## config.mk

```make
export PLATFORM = sky130hd
export DESIGN_NAME = codec_serial_link
export DESIGN_NICKNAME = d
export VERILOG_FILES = /design/src/rtl/codec_link_pkg.sv /design/src/rtl/codec_link_fifo.sv /design/src/rtl/codec_link_bclk_gen.sv /design/src/rtl/codec_link_framer.sv /design/src/rtl/codec_serial_link.sv
export SDC_FILE = /design/constraint.sdc
export NUM_CORES = 1
export LEC_CHECK = 0
export ABC_AREA = 1
export BUFFER_PORTS_ARGS = -buffer_cell sky130_fd_sc_hd__buf_4
export CORE_ASPECT_RATIO = 0.6
export CORE_MARGIN = 3
export CORE_UTILIZATION = 35
export CTS_BUF_LIST = sky130_fd_sc_hd__clkbuf_16
export DETAILED_ROUTE_END_ITERATION = 7
export HOLD_SLACK_MARGIN = 0.06
export PLACE_DENSITY_LB_ADDON = 0.05
export SYNTH_ARGS = -nofsm -noshare
export SYNTH_HDL_FRONTEND = slang
export SYNTH_HIERARCHICAL = 1
export SYNTH_SLANG_ARGS = --single-unit
```

## constraint.sdc

```tcl
create_clock -name clk_i -period 3.21 [get_ports clk_i]
set_input_delay 0.321 -clock clk_i [delete_from_list [all_inputs] [get_ports clk_i]]
set_output_delay 0.321 -clock clk_i [all_outputs]
set_load 0.005 [all_outputs]
```

## src/rtl/codec_link_pkg.sv

```systemverilog
package codec_link_pkg;

    // Position of the frame engine inside a frame
    typedef enum logic [1:0] {
        PH_IDLE = 2'd0,   // link just enabled, no frame started yet
        PH_SYNC = 2'd1,   // sync slot: strobe high, data out zero
        PH_DATA = 2'd2    // one of the data slots
    } link_phase_e;

endpackage

```

## src/rtl/codec_link_fifo.sv

```systemverilog
module codec_link_fifo #(
    parameter int unsigned WIDTH = 8,
    parameter int unsigned DEPTH = 16
) (
    input  logic             clk_i,
    input  logic             rst_ni,
    input  logic             push_i,
    input  logic [WIDTH-1:0] wdata_i,
    input  logic             pop_i,
    output logic [WIDTH-1:0] rdata_o,
    output logic             full_o,
    output logic             empty_o
);

    localparam int unsigned AW = $clog2(DEPTH);

    typedef struct packed {
        logic [AW:0] wptr;
        logic [AW:0] rptr;
    } ptr_t;

    ptr_t ptr_d, ptr_q;
    logic [WIDTH-1:0] mem_q [DEPTH];
    logic do_push, do_pop;

    assign empty_o = (ptr_q.wptr == ptr_q.rptr);
    assign full_o  = (ptr_q.wptr[AW] != ptr_q.rptr[AW]) &&
                     (ptr_q.wptr[AW-1:0] == ptr_q.rptr[AW-1:0]);
    assign do_push = push_i && !full_o;
    assign do_pop  = pop_i && !empty_o;
    assign rdata_o = mem_q[ptr_q.rptr[AW-1:0]];

    always_comb begin
        ptr_d = ptr_q;
        if (do_push) ptr_d.wptr = ptr_q.wptr + 1'b1;
        if (do_pop)  ptr_d.rptr = ptr_q.rptr + 1'b1;
    end

    always_ff @(posedge clk_i or negedge rst_ni) begin
        if (!rst_ni) ptr_q <= '0;
        else         ptr_q <= ptr_d;
    end

    always_ff @(posedge clk_i) begin
        if (do_push) mem_q[ptr_q.wptr[AW-1:0]] <= wdata_i;
    end


    push_when_full_chk: assert property (@(posedge clk_i) disable iff (!rst_ni)
        (full_o && push_i && !pop_i) |=> $stable(ptr_q.wptr));


    level_bound_chk: assert property (@(posedge clk_i) disable iff (!rst_ni)
        ((ptr_q.wptr - ptr_q.rptr) <= (AW+1)'(DEPTH)));

endmodule

```

## src/rtl/codec_link_bclk_gen.sv

```systemverilog
module codec_link_bclk_gen #(
    parameter int unsigned DIV_W = 8
) (
    input  logic             clk_i,
    input  logic             rst_ni,
    input  logic             enable_i,
    input  logic [DIV_W-1:0] div_i,
    output logic             bclk_o,
    output logic             rise_o,
    output logic             fall_o
);

    typedef struct packed {
        logic [DIV_W-1:0] cnt;
        logic             bclk;
    } gen_t;

    gen_t gen_d, gen_q;
    logic tick_w;

    // A tick ends a half period of N+1 cycles
    assign tick_w = enable_i && (gen_q.cnt == div_i);
    assign rise_o = tick_w && !gen_q.bclk;
    assign fall_o = tick_w && gen_q.bclk;
    assign bclk_o = gen_q.bclk;

    always_comb begin
        gen_d = gen_q;
        if (!enable_i) begin
            gen_d = '0;
        end else if (tick_w) begin
            gen_d.cnt  = '0;
            gen_d.bclk = !gen_q.bclk;
        end else begin
            gen_d.cnt = gen_q.cnt + 1'b1;
        end
    end

    always_ff @(posedge clk_i or negedge rst_ni) begin
        if (!rst_ni) gen_q <= '0;
        else         gen_q <= gen_d;
    end


    bclk_off_low_chk: assert property (@(posedge clk_i) disable iff (!rst_ni)
        !enable_i |=> !bclk_o);


    bclk_hold_chk: assert property (@(posedge clk_i) disable iff (!rst_ni)
        (enable_i && !tick_w) |=> $stable(bclk_o));

endmodule

```

## src/rtl/codec_link_framer.sv

```systemverilog
module codec_link_framer
    import codec_link_pkg::*;
#(
    parameter int unsigned DATA_W = 8
) (
    input  logic              clk_i,
    input  logic              rst_ni,
    input  logic              enable_i,
    input  logic              rise_i,
    input  logic              fall_i,
    input  logic [DATA_W-1:0] tx_data_i,
    input  logic              tx_empty_i,
    input  logic              rx_full_i,
    input  logic              sdi_i,
    output logic              tx_pop_o,
    output logic              rx_push_o,
    output logic [DATA_W-1:0] rx_data_o,
    output logic              fsync_o,
    output logic              sdo_o,
    output logic              underrun_o,
    output logic              overrun_o
);

    localparam int unsigned SLOT_W = $clog2(DATA_W + 1);
    localparam logic [SLOT_W-1:0] LAST_SLOT = SLOT_W'(DATA_W);

    typedef struct packed {
        link_phase_e       phase;
        logic [SLOT_W-1:0] slot;
        logic [DATA_W-1:0] txsh;
        logic [DATA_W-1:0] rxsh;
        logic              fsync;
        logic              sdo;
        logic              underrun;
        logic              overrun;
    } frm_t;

    frm_t frm_d, frm_q;
    logic frame_start_w;

    // New frame when idle or after the last data slot
    assign frame_start_w = (frm_q.phase == PH_IDLE) ||
                           ((frm_q.phase == PH_DATA) && (frm_q.slot == LAST_SLOT));

    assign rx_data_o  = {frm_q.rxsh[DATA_W-2:0], sdi_i};
    assign fsync_o    = frm_q.fsync;
    assign sdo_o      = frm_q.sdo;
    assign underrun_o = frm_q.underrun;
    assign overrun_o  = frm_q.overrun;

    always_comb begin
        frm_d     = frm_q;
        tx_pop_o  = 1'b0;
        rx_push_o = 1'b0;
        if (!enable_i) begin
            frm_d       = '0;
            frm_d.phase = PH_IDLE;
        end else begin
            if (rise_i) begin
                if (frame_start_w) begin
                    frm_d.phase = PH_SYNC;
                    frm_d.slot  = '0;
                    frm_d.fsync = 1'b1;
                    frm_d.sdo   = 1'b0;
                    if (tx_empty_i) begin
                        frm_d.txsh     = '0;
                        frm_d.underrun = 1'b1;
                    end else begin
                        frm_d.txsh = tx_data_i;
                        tx_pop_o   = 1'b1;
                    end
                end else begin
                    frm_d.phase = PH_DATA;
                    frm_d.slot  = frm_q.slot + 1'b1;
                    frm_d.fsync = 1'b0;
                    frm_d.sdo   = frm_q.txsh[DATA_W-1];
                    frm_d.txsh  = {frm_q.txsh[DATA_W-2:0], 1'b0};
                end
            end
            if (fall_i && (frm_q.phase == PH_DATA)) begin
                frm_d.rxsh = {frm_q.rxsh[DATA_W-2:0], sdi_i};
                if (frm_q.slot == LAST_SLOT) begin
                    if (rx_full_i) frm_d.overrun = 1'b1;
                    else           rx_push_o     = 1'b1;
                end
            end
        end
    end

    always_ff @(posedge clk_i or negedge rst_ni) begin
        if (!rst_ni) frm_q <= '0;
        else         frm_q <= frm_d;
    end


    fsync_one_slot_chk: assert property (@(posedge clk_i) disable iff (!rst_ni)
        (frm_q.fsync && rise_i) |=> !fsync_o);


    sdo_on_rise_chk: assert property (@(posedge clk_i) disable iff (!rst_ni)
        (enable_i && !rise_i) |=> ($stable(sdo_o) && $stable(fsync_o)));


    underrun_sticky_chk: assert property (@(posedge clk_i) disable iff (!rst_ni)
        (underrun_o && enable_i) |=> underrun_o);


    overrun_sticky_chk: assert property (@(posedge clk_i) disable iff (!rst_ni)
        (overrun_o && enable_i) |=> overrun_o);

endmodule

```

## src/rtl/codec_serial_link.sv

```systemverilog
module codec_serial_link #(
    parameter int unsigned DATA_W     = 8,
    parameter int unsigned FIFO_DEPTH = 16,
    parameter int unsigned DIV_W      = 8
) (
    input  logic              clk_i,
    input  logic              rst_ni,
    input  logic              enable_i,
    input  logic [DIV_W-1:0]  div_i,
    input  logic              tx_wr_i,
    input  logic [DATA_W-1:0] tx_data_i,
    output logic              tx_full_o,
    output logic              tx_empty_o,
    input  logic              rx_rd_i,
    output logic [DATA_W-1:0] rx_data_o,
    output logic              rx_full_o,
    output logic              rx_empty_o,
    output logic              underrun_o,
    output logic              overrun_o,
    output logic              bclk_o,
    output logic              fsync_o,
    output logic              sdo_o,
    input  logic              sdi_i
);

    logic              rise_w, fall_w;
    logic              tx_pop_w, rx_push_w;
    logic [DATA_W-1:0] tx_head_w, rx_word_w;

    codec_link_bclk_gen #(.DIV_W(DIV_W)) u_bclk (
        .clk_i    (clk_i),
        .rst_ni   (rst_ni),
        .enable_i (enable_i),
        .div_i    (div_i),
        .bclk_o   (bclk_o),
        .rise_o   (rise_w),
        .fall_o   (fall_w)
    );

    codec_link_fifo #(.WIDTH(DATA_W), .DEPTH(FIFO_DEPTH)) u_tx_fifo (
        .clk_i   (clk_i),
        .rst_ni  (rst_ni),
        .push_i  (tx_wr_i),
        .wdata_i (tx_data_i),
        .pop_i   (tx_pop_w),
        .rdata_o (tx_head_w),
        .full_o  (tx_full_o),
        .empty_o (tx_empty_o)
    );

    codec_link_fifo #(.WIDTH(DATA_W), .DEPTH(FIFO_DEPTH)) u_rx_fifo (
        .clk_i   (clk_i),
        .rst_ni  (rst_ni),
        .push_i  (rx_push_w),
        .wdata_i (rx_word_w),
        .pop_i   (rx_rd_i),
        .rdata_o (rx_data_o),
        .full_o  (rx_full_o),
        .empty_o (rx_empty_o)
    );

    codec_link_framer #(.DATA_W(DATA_W)) u_framer (
        .clk_i      (clk_i),
        .rst_ni     (rst_ni),
        .enable_i   (enable_i),
        .rise_i     (rise_w),
        .fall_i     (fall_w),
        .tx_data_i  (tx_head_w),
        .tx_empty_i (tx_empty_o),
        .rx_full_i  (rx_full_o),
        .sdi_i      (sdi_i),
        .tx_pop_o   (tx_pop_w),
        .rx_push_o  (rx_push_w),
        .rx_data_o  (rx_word_w),
        .fsync_o    (fsync_o),
        .sdo_o      (sdo_o),
        .underrun_o (underrun_o),
        .overrun_o  (overrun_o)
    );


    flags_clear_chk: assert property (@(posedge clk_i) disable iff (!rst_ni)
        !enable_i |=> (!underrun_o && !overrun_o && !fsync_o && !sdo_o));

endmodule

```

# [After elaboration in Yosys (flattened, before gate mapping)]
# Memories as Yosys holds them, arrays and structs flattened.
# Cells that the tools add are included.
[op_classes] n_addsub=6 mul=0 n_div=0 magnitude_cmp=0 eq_ne=16 shift=0 muxes=27 bitwise_logic=0 reduce_logical=20
[op_table] operator="14-bit two-way mux" n=2
[op_table] operator="26-bit two-way mux" n=1
[op_table] operator="8-bit two-way mux" n=3
[op_table] operator="5-bit by 1-bit adder with 5-bit output (second input constant)" n=4
[op_table] operator="1-bit two-way mux" n=18
[op_table] operator="2-bit by 1-bit != test with 1-bit output (second input constant)" n=7
[op_table] operator="1-bit logical AND" n=11
[op_table] operator="5-bit == test" n=2
[op_table] operator="9-bit two-way mux" n=1
[op_table] operator="8-bit by 1-bit adder with 8-bit output (second input constant)" n=1
[op_table] operator="4-bit == test" n=2
[op_table] operator="8-bit == test" n=1
[op_table] operator="3-bit AND reduction" n=2
[op_table] operator="1-bit zero test" n=5
[op_table] operator="4-bit by 1-bit adder with 4-bit output (second input constant)" n=1
[op_table] operator="4-bit == test (second input constant)" n=1
[op_table] operator="3-bit two-way mux" n=1
[op_table] operator="2-bit == test (second input constant)" n=1
[op_table] operator="2-bit zero test" n=1
[op_table] operator="2-bit two-way mux" n=1
[op_table] operator="1-bit != test" n=2
[op_table] operator="1-bit logical OR" n=1
[totals] register_bits=54 latchBits=0 ramBits=256 mem_bits_ro=0 in_bits=22 output_inout_bits=17 mem_count=2
[mem_list] memory="u_rx_fifo.mem_q" words=16 word_bits=8 rd=1 rd_clocked_by_memory_dff=0 wr=1 line_no="codec_link_fifo.sv:23" text="logic [WIDTH-1:0] mem_q [DEPTH];"
[mem_list] memory="u_tx_fifo.mem_q" words=16 word_bits=8 rd=1 rd_clocked_by_memory_dff=0 wr=1 line_no="codec_link_fifo.sv:23"

# [Depth between registers and ports, before layout]
[logic_depth] depth_word=9 mapped_depth=17 ltp_nobuf=15

# [By module]
# Netlist, hierarchy kept.
[by_module_without_submodules] module="codec_link_fifo (u_rx_fifo)" instances=1 cells_each=559 area_per_inst_um2=5957.0
[by_module_without_submodules] module="codec_link_fifo (u_tx_fifo)" instances=1 cells_each=559 area_per_inst_um2=5928.2
[by_module_without_submodules] module="codec_link_framer" instances=1 cells_each=164 area_per_inst_um2=1283.7
[by_module_without_submodules] module="codec_link_bclk_gen" instances=1 cells_each=104 area_per_inst_um2=645.6

# [Least setup slack after synthesis]
# Ideal clock, no wire load.
[synth_path] path_kind="register to register" from="register u_rx_fifo/ptr_q[1] in the netlist's numbering" to="memory u_rx_fifo.mem_q[11][0] (enable)" setup_ns=0.370 t_arrival_ns=2.382 path_slack_ns=0.458 path_stages_with_launch=13 n_path_buf=1 path_cell_list="dfrtp_1 -> buf_4 -> inv_2 -> nand2_1 -> nand2_1 -> nor2_2 -> nand3_4 -> inv_1 -> nor4_1 -> nand2_1 -> inv_1 -> nand2_1 -> nor2_1"
[synth_via] elab_chain_len=9 word_cells_on_any_way=10
[synth_lines] element="from (decl)" line_no="codec_link_fifo.sv:22" text="ptr_t ptr_d, ptr_q;"
[synth_lines] element="from (signal assigned)" line_no="codec_link_fifo.sv:41" text="else ptr_q <= ptr_d;"
[synth_lines] element="4-bit == test" line_no="codec_link_fifo.sv:28" text="(ptr_q.wptr[AW-1:0] == ptr_q.rptr[AW-1:0]);"
[synth_lines] element="1-bit logical AND" line_no="codec_link_fifo.sv:27" text="assign full_o = (ptr_q.wptr[AW] != ptr_q.rptr[AW]) &&"
[synth_lines] element="net rx_full_o" line_no="codec_serial_link.sv:16" text="output logic rx_full_o,"
[synth_lines] element="1-bit two-way mux" line_no="codec_link_framer.sv:83" text="if (rx_full_i) frm_d.overrun = 1'b1;"
[synth_lines] element="1-bit two-way mux" line_no="codec_link_framer.sv:82" text="if (frm_q.slot == LAST_SLOT) begin"
[synth_lines] element="1-bit two-way mux" line_no="codec_link_framer.sv:80" text="if (fall_i && (frm_q.phase == PH_DATA)) begin"
[synth_lines] element="1-bit two-way mux" line_no="codec_link_framer.sv:55" text="if (!enable_i) begin"
[synth_lines] element="net rx_push_w" line_no="codec_serial_link.sv:27" text="logic tx_pop_w, rx_push_w;"
[synth_lines] element="1-bit logical AND" line_no="codec_link_fifo.sv:29" text="assign do_push = push_i && !full_o;"
[synth_lines] element="1-bit two-way mux" line_no="codec_link_fifo.sv:45" text="if (do_push) mem_q[ptr_q.wptr[AW-1:0]] <= wdata_i;"
[synth_lines] element="1-bit two-way mux (not written as such)" line_no="codec_link_fifo.sv:45"
[synth_lines] element="to (decl)" line_no="codec_link_fifo.sv:23"
# The timed path passes the listed nets, and every way through them passes these cells.

# [Worst setup path in the final report]
[layout_path] from="register u_rx_fifo/ptr_q[0] in the netlist's numbering" to="output port rx_data_o[5]"
[layout_via] elab_chain_len=1
[layout_lines] element="memory 16 x 8 bit"
[layout_lines] element="to (decl)" line_no="codec_serial_link.sv:15" text="output logic [DATA_W-1:0] rx_data_o,"
# Every way passes these cells.

==> impl_metrics.env <==
export IMPL_via_per_inst=4.83
export IMPL_antennaDiodeCount=0
export IMPL_yosys_warnings=6
export IMPL_synth_adder_area_share=0.0118
export IMPL_fin_crit_ps=2900
export IMPL_relSlewSlack=0.299
export IMPL_hold_viol=0
export IMPL_die_x_microns=262
export IMPL_crit_path_start_kind="flip-flop"
export IMPL_grt_usage=0.182
export IMPL_post_cts_setup_buffer_count=0
export IMPL_clkPwrFrac=0.399
export IMPL_grt_pass1_wl_mm=58.1
export IMPL_synth_xor_area_frac=0.0120
export IMPL_ios=39
export IMPL_required_ps=2890
export IMPL_numPortBuffers=38
export IMPL_synth_net_count=1421
export IMPL_vias=9544
export IMPL_p_sw_mw=2.24
export IMPL_rows=55
export IMPL_dieArea_sq_um=42000
export IMPL_initial_utilization=0.360
export IMPL_timing_final_crit_share=0.903
export IMPL_cts_resized=0
export IMPL_netlist_area_leader_share=0.556
export IMPL_ys_async_sr_fraction=0.172
export IMPL_end_kind="output port"
export IMPL_switching_share=0.249
export IMPL_seqPwrFrac=0.510
export IMPL_r2r_setup_slack_ps=540
export IMPL_crit_type="flip-flop to output port"
export IMPL_synthTopCellsByCount="nand2_1 (389), edfxtp_1 (256), nor2_1 (237), o21ai_0 (104), nand3_1 (98)"
export IMPL_tightestPinTransition_ps=1050
export IMPL_synth_top_family_by_area="simple AND/OR/NAND/NOR gates"
export IMPL_numCtsBuffers=34
export IMPL_rsz0062_at_grt="no"
export IMPL_worst_path_max_fanout=67
export IMPL_drive_gt1_frac=0.109
export IMPL_crit_chain="buf_4 -> nor2_1 -> nor2_1 -> o21ai_0 -> nand3_1 -> nand3_1 -> nand2_1 -> buf_4"
export IMPL_synth_edf_count=256
export IMPL_synth_compound_area_frac=0.0466
export IMPL_yosysMostFrequentCell="nand2_1"
export IMPL_cts_tree="yes"
export IMPL_ys_seq_area_frac=0.652
export IMPL_grt_ovfl_total=0
export IMPL_slowest_stage="buf_4"
export IMPL_clk_pin_slew_ps=60
export IMPL_grt_max_degree=68
export IMPL_core_sq_um=38300
export IMPL_muxShareOfSynthArea=0
export IMPL_hp_class="input pin to flip-flop"
export IMPL_yosys_register_bits=309
export IMPL_fmax_ghz=0.345
export IMPL_finClkSkew_ps=26.2
export IMPL_dp_hpwl_mm=25.2
export IMPL_path_delay_family="simple AND/OR/NAND/NOR gates"
export IMPL_cp_slowest_stage_delay_ps=570
export IMPL_syn_area_sq_um=13800
export IMPL_internal_power_mw=6.73
export IMPL_gp_congestion=0.780
export IMPL_die_height_microns=160
export IMPL_cts_hold_buf=1
export IMPL_p_comb_frac=0.091
export IMPL_fin_area_sq_um=15700
export IMPL_power_density_nw_per_um2=570
export IMPL_grt_pass1_vias=9098
export IMPL_cts_root_buf="clkbuf_16"
export IMPL_wl_mm=37.8
export IMPL_ir_worst_vdd_uv=284
export IMPL_antenna_found_initial=1
export IMPL_run_status="completed"
export IMPL_dpl_cell_area_sq_um=14700
export IMPL_cts_buffer_depth=3
export IMPL_nNetsFinal=1473
export IMPL_syn_instance_count=1386
export IMPL_syn_mean_instance_area_sq_um=9.97
export IMPL_drt_pass1_iter_count=5
export IMPL_synth_area_leader_cell="edfxtp_1"
export IMPL_synth_cell_types=32
export IMPL_finalSetupViolations=0
export IMPL_p_leak_nw=6.33
export IMPL_cap_violations=0
export IMPL_htree_levels=2
export IMPL_syn2layout_area_growth_pct=13.9
export IMPL_detail_route_wl_per_cell_microns=19.1
export IMPL_numClockSinks=309
export IMPL_arrival_ps=2580
export IMPL_drc_errors=0
export IMPL_synth_top_flop_cell="edfxtp_1"
export IMPL_synth_area_leaders="edfxtp_1 (56%), nand2_1 (11%), dfrtp_1 (9.6%)"
export IMPL_ant_nets=0
export IMPL_setup_tns_ps=0
export IMPL_dr_first_iter_drc_count=951
export IMPL_synthSimpleGateAreaFrac=0.227
export IMPL_clock_latency_ps=530
export IMPL_cp_num_buf_inv=2
export IMPL_drv_slew=0
==> cell usage in the layout (no fill, tap or decap), drive strengths merged <==
cell         instances
dfrtp               53
dlygate4sd3          1
nand2              396
nor4                 1
nand4                2
ha                  13
nand3              104
buf                 74
o31ai                2
xor2                11
clkinv              23
clkbuf              35
a22oi                1
a21oi                1
inv                101
nor3                 3
xnor2                8
nor2               255
edfxtp             256
o21ai              122
o22ai                1
==> stage by stage <==
stage | std cells | setup slack, ps | utilization | hold slack [ps] | total power [mW]
after floorplan | 1386 | 458 | - | 25.4 | 5.14
after global placement | 1914 | 605 | 0.384 | 445 | 5.48
after global routing | 1976 | 47.6 | 0.410 | 81.0 | 9.41
final | 1976 | 311 | 0.410 | 89.0 | 8.97
after CTS | 1976 | 358 | 0.410 | 61.3 | 9.11
after detailed placement | 1914 | 576 | 0.384 | 441 | 5.47
==> layout make-up <==
class | count | area (sq um)
Clock buffer | 35 | 876
Clock inverter | 26 | 133
Inverter | 98 | 368
Fill cell | 3764 | 22600
Multi-Input combinational cell | 920 | 4100
Tap cell | 513 | 642
Timing Repair Buffer | 75 | 591
Sequential cell | 309 | 9020
==> metal layers <==
layer | vias to the layer above | share of wire | track usage
li1 | 4672 | - | -
met3 | 36 | 0.069 | 0.0387
met2 | 268 | 0.34 | 0.211
met5 | - | 0 | 0
met1 | 4568 | 0.58 | 0.324
met4 | 0 | 0.012 | 0.0332
==> worst paths after layout <==
path	from	endpoint	cells after the start
min in group asynchronous	rst_ni	u_rx_fifo/ptr_q[1]	2
min	rx_rd_i	u_rx_fifo/ptr_q[3]	3
max reg2reg	u_rx_fifo/ptr_q[3]	u_rx_fifo/mem_q[12][4]	10
min reg2reg	u_framer/sdo_o	u_framer/sdo_o	2
max	u_rx_fifo/ptr_q[0]	rx_data_o[5]	8
max in group asynchronous	rst_ni	u_tx_fifo/ptr_q[0]	2
==> flip-flops by register name, summed over array words and instances (netlist names) <==
name,count
u_tx_fifo/mem_q,128
u_tx_fifo/ptr_q,10
u_bclk/gen_q,8
u_rx_fifo/ptr_q,10
u_framer/sdo_o,1
u_bclk/bclk_o,1
u_rx_fifo/mem_q,128
u_framer/overrun_o,1
u_framer/underrun_o,1
u_framer/frm_q,14
u_framer/rx_data_o,7
==> cells by family after synthesis <==
kind of cell / count (synthesis)
compound gates: 127
xor+xnor: 19
fa+ha+maj: 13
buf+inv: 157
flops: 309
simple gates: 761
==> power groups by stage <==
stage / Combinational (mW) / Clock (mW) / Sequential [mW]
after CTS: 0.822 / 3.71 / 4.58
after global placement: 0.819 / 0 / 4.66
after global routing: 0.941 / 3.87 / 4.59
after detailed placement: 0.814 / 0 / 4.66
after floorplan: 0.505 / 0 / 4.64
final: 0.816 / 3.58 / 4.57
==> tightest hold or removal path, cell delays in order <==
cell and delay [ps]:
buf_4 130, nand3_1 70, nand2_1 60
No activity file was read; power rests on OpenSTA's default activity.
